==> config.mk <==
export PLATFORM = sky130hd
export DESIGN_NAME = nibble_guard
export DESIGN_NICKNAME = d
export VERILOG_FILES = /design/src/rtl/nbd_pkg.sv /design/src/rtl/nbd_pos_ctr.sv /design/src/rtl/nbd_mid_track.sv /design/src/rtl/nbd_decide.sv /design/src/rtl/nibble_guard.sv
export SDC_FILE = /design/constraint.sdc
export NUM_CORES = 1
export LEC_CHECK = 0
export BUFFER_PORTS_ARGS = -buffer_cell sky130_fd_sc_hd__clkbuf_2
export CAP_MARGIN = 20
export CORE_AREA = 5 5 42 44
export DETAILED_ROUTE_END_ITERATION = 12
export DIE_AREA = 0 0 47 49
export GPL_ROUTABILITY_DRIVEN = 0
export PLACE_DENSITY_LB_ADDON = 0.25
export SKIP_LAST_GASP = 1
export SYNTH_ARGS = -nofsm -noshare
export SYNTH_HDL_FRONTEND = slang
export SYNTH_HIERARCHICAL = 1
export SYNTH_SLANG_ARGS = --single-unit
==> constraint.sdc <==
create_clock -name clk -period 1.5 [get_ports clk]
set_clock_uncertainty 0.15 [all_clocks]
set_input_delay 0.15 -clock clk [delete_from_list [all_inputs] [get_ports clk]]
set_output_delay 0.15 -clock clk [all_outputs]
set_load 0.1 [all_outputs]
==> src/rtl/nbd_pkg.sv <==
package nbd_pkg;
  localparam int unsigned NIB_W = 4;
  localparam int unsigned POS_W = $clog2(NIB_W);

  typedef logic [POS_W-1:0] pos_t;

  localparam pos_t POS_FIRST = '0;
  localparam pos_t POS_LAST  = pos_t'(NIB_W - 1);

  // Bit positions 1 and 2 decide, together with bit 3, whether the value exceeds 9.
  function automatic logic is_middle_pos(input pos_t p);
    return (p == pos_t'(1)) || (p == pos_t'(2));
  endfunction

  // Value 10..15 <=> msb set and any middle bit set; bit 0 is irrelevant.
  function automatic logic over_nine(input logic msb, input logic any_mid);
    return msb & any_mid;
  endfunction
endpackage

==> src/rtl/nbd_pos_ctr.sv <==
module nbd_pos_ctr
  import nbd_pkg::*;
(
  input  logic clk,
  input  logic rst,
  input  logic step,
  output pos_t pos,
  output logic at_last
);
  always_ff @(posedge clk) begin
    if (rst) begin
      pos <= POS_FIRST;
    end else if (step) begin
      pos <= (pos == POS_LAST) ? POS_FIRST : pos + pos_t'(1);
    end
  end

  assign at_last = (pos == POS_LAST);
endmodule

==> src/rtl/nbd_mid_track.sv <==
module nbd_mid_track
  import nbd_pkg::*;
(
  input  logic clk,
  input  logic rst,
  input  logic step,
  input  logic ser_bit,
  input  pos_t pos,
  output logic mid_seen
);
  always_ff @(posedge clk) begin
    if (rst) begin
      mid_seen <= 1'b0;
    end else if (step) begin
      if (pos == POS_LAST) begin
        mid_seen <= 1'b0;
      end else if (is_middle_pos(pos) && ser_bit) begin
        mid_seen <= 1'b1;
      end
    end
  end
endmodule

==> src/rtl/nbd_decide.sv <==
module nbd_decide
  import nbd_pkg::*;
(
  input  logic rst,
  input  logic step,
  input  logic at_last,
  input  logic ser_bit,
  input  logic mid_seen,
  output logic illegal
);
  assign illegal = !rst && step && at_last && over_nine(ser_bit, mid_seen);
endmodule

==> src/rtl/nibble_guard.sv <==
module nibble_guard
  import nbd_pkg::*;
(
  input  logic clk,
  input  logic rst,
  input  logic bit_valid,
  input  logic ser_bit,
  output logic illegal_o
);
  logic nibble_step;
  pos_t cur_pos;
  logic last_bit;
  logic mid_seen;

  assign nibble_step = bit_valid;

  nbd_pos_ctr u_pos (
    .clk     (clk),
    .rst     (rst),
    .step    (nibble_step),
    .pos     (cur_pos),
    .at_last (last_bit)
  );

  nbd_mid_track u_mid (
    .clk      (clk),
    .rst      (rst),
    .step     (nibble_step),
    .ser_bit  (ser_bit),
    .pos      (cur_pos),
    .mid_seen (mid_seen)
  );

  nbd_decide u_dec (
    .rst      (rst),
    .step     (nibble_step),
    .at_last  (last_bit),
    .ser_bit  (ser_bit),
    .mid_seen (mid_seen),
    .illegal  (illegal_o)
  );
endmodule

==> results.ini <==
[die]
io_pins = 5
rows = 14
start_util_pct = 10.18
die_x_microns = 47
die_h_microns = 49
dieArea_sq_um = 2303
coreArea_sq_um = 1401

[power_and_ir_drop]
p_clk_share_pct = 53.7
leakage_nw = 0.1038
seq_power_share_pct = 35.2
power_density_nw_per_um2 = 1016
peakVddDrop_mv = 0.3644
p_sw_mw = 0.05890
internal-power_mw = 0.2016
swShare_pct = 22.61
comb_power_share_pct = 11.1

[worst_setup_path]
crit_fanout = 3
critPathArrivalTime_ps = 1160
required_ps = 1200
startpoint_type = flop
crit_path_end_kind = primary output
worst-setup-path-type = flop to primary output

[timing]
worst_slew_pin_slew_ps = 177.0
rsz0062_at_grt = true
period_share_pct = 97.24
setup_slack_ps = 41.37
min_period_ps = 1459
timing.fmax_mhz = 685.6
hold_viol = 0
slew_viol_final = 0
hold_slack_ps = 10.10
slew_headroom_pct = 88.13
setup_violations = 0

[detailed_routing]
via_per_inst = 3.462
antenna_left = 0
num_vias = 135
wl_per_cell_microns = 8.282
dr.pass1.iters = 2
drt-total-wl_microns = 323
drc = 0
first_iter_violations = 1

[synth]
yosysTopAreaCell = dfxtp_1
yosys_register_bits = 3
yosysSeqAreaShare_pct = 42.11
synthTopCellsByArea = dfxtp_1 (42%), ha_1 (18%), mux2i_1 (7.0%)
netlist.area_leader.share_pct = 42.11
synthCells = 14
mappedNetlistNets = 20
ys_warn_count = 6
synth_area_sq_um = 142.6
synth_cell_types = 10
synth_area_per_cell_sq_um = 10.19

[cells_and_area]
n_antenna_cell = 0
syn2layout_area_growth_pct = 79.82
mostFrequentLayoutCells = clkbuf_4 (3), clkbuf_2 (3)
nets = 30
drive_gt1_share_pct = 52.17
num-fill-cells = 162

[cts]
hold_buffers = 0
cts.clk_slew.worst_paths_ps = 30
clkSinkCount = 3
clockRootBuffer = clkbuf_4
clk_path_buf_depth = 2
numCtsBuffers = 3
clk_latency_ps = 230
cts_tree = done
cts.htree.levels = 1

[global_routing]
grt_usage_pct = 4.082
overflow = 0
grt_max_degree = 7
grt_pass1_wl_microns = 552
antenna_found_initial = 0
grt_pass1_vias = 143

[placed_design]
place.port_buffers = 4
pre_cts_ws_ps = 212.7
dp_hpwl_microns = 230.3

[min_path]
hold_class = primary input to flop

[status]
status = complete, no violations

[flow_run]
cap_violations = 0

-- layout make-up --
class                      instances  area [sq um]  area share, %
timing repair buffer               5         42.54          16.59
sequential                         3         65.06          25.37
tap                               16         20.02          7.805
multi-input combinational         11         102.6          40.00
clock buffer                       4         26.28          10.24
-- per-layer routing --
metal	global-route usage [%]	vias up	part of all wire, %
met1	3.728	56	42
met3	7.380	0	22
li1	-	71	-
met5	0	-	0
met4	2.765	0	0
met2	3.394	8	36
-- synth_stat cells, drive strengths merged --
library cell	n
a211oi	1
a21oi	1
a31oi	1
dfxtp	3
ha	2
mux2i	1
nand2b	1
nand4	1
nor2	2
or3b	1
-- per-stage QoR --
step	instance area, sq um	util (%)	cells	TNS (ps)	total power, mW
final	256.5	18.30	39	0	0.2605
after global routing	256.5	18.30	39	-7.912	0.2890
after CTS	254.0	18.13	39	0	0.2671
after detailed placement	205.2	14.64	34	0	0.1145
after global placement	205.2	14.64	34	0	0.1131
after floorplan	150.1	-	14	0	0.1036
-- flip-flops by register name (all words and copies together), names as in the netlist --
register        count
u_pos/pos           2
u_mid/mid_seen      1
-- power by group through the flow --
stage | clock network, mW | registers (mW) | logic, mW
after floorplan | 0 | 0.0907 | 0.0129
after global placement | 0 | 0.0912 | 0.0219
after detailed placement | 0 | 0.0914 | 0.0231
after CTS | 0.147 | 0.0921 | 0.0283
after global routing | 0.164 | 0.0920 | 0.0327
final | 0.140 | 0.0918 | 0.0289
-- worst max-delay path, cell delays in order (launching register included) --
cell	delay [ps]
dfxtp_4	360
ha_4	130
nand4_1	130
nor2_4	130
buf_12	180
-- timing repair --
| action | CTS | global route |
|---|---|---|
| buffers inserted | 1 | 0 |
| cloned | 0 | 0 |
| hold endpoints to repair | 0 | 0 |
| pin swaps | 2 | 2 |
| setup endpoints to repair | 1 | 1 |
| resized for setup | 4 | 1 |
-- worst paths after layout --
check        depth (start not counted)  slack (ps)                       from                         to
max                                  4          40  u_pos/pos[1]$_SDFFE_PP0P_                  illegal_o
min                                  2          10                        rst  u_pos/pos[1]$_SDFFE_PP0P_
max reg2reg                          3         250  u_pos/pos[1]$_SDFFE_PP0P_  u_pos/pos[0]$_SDFFE_PP0P_
min reg2reg                          2         390  u_pos/pos[1]$_SDFFE_PP0P_  u_pos/pos[1]$_SDFFE_PP0P_
-- kinds of logic (layout without fill, tap and decap cells) --
group / count (synthesis) / after routing / synth area share [%]
adders and majority gates: 2 / 2 / 17.54
buffers and inverters: 0 / 9 / 0
DFF: 3 / 3 / 42.11
and+or+nand+nor: 5 / 5 / 20.18
muxes: 1 / 1 / 7.018
AOI/OAI and AO/OA: 3 / 3 / 13.16
Power figures use the tool's default switching activity.
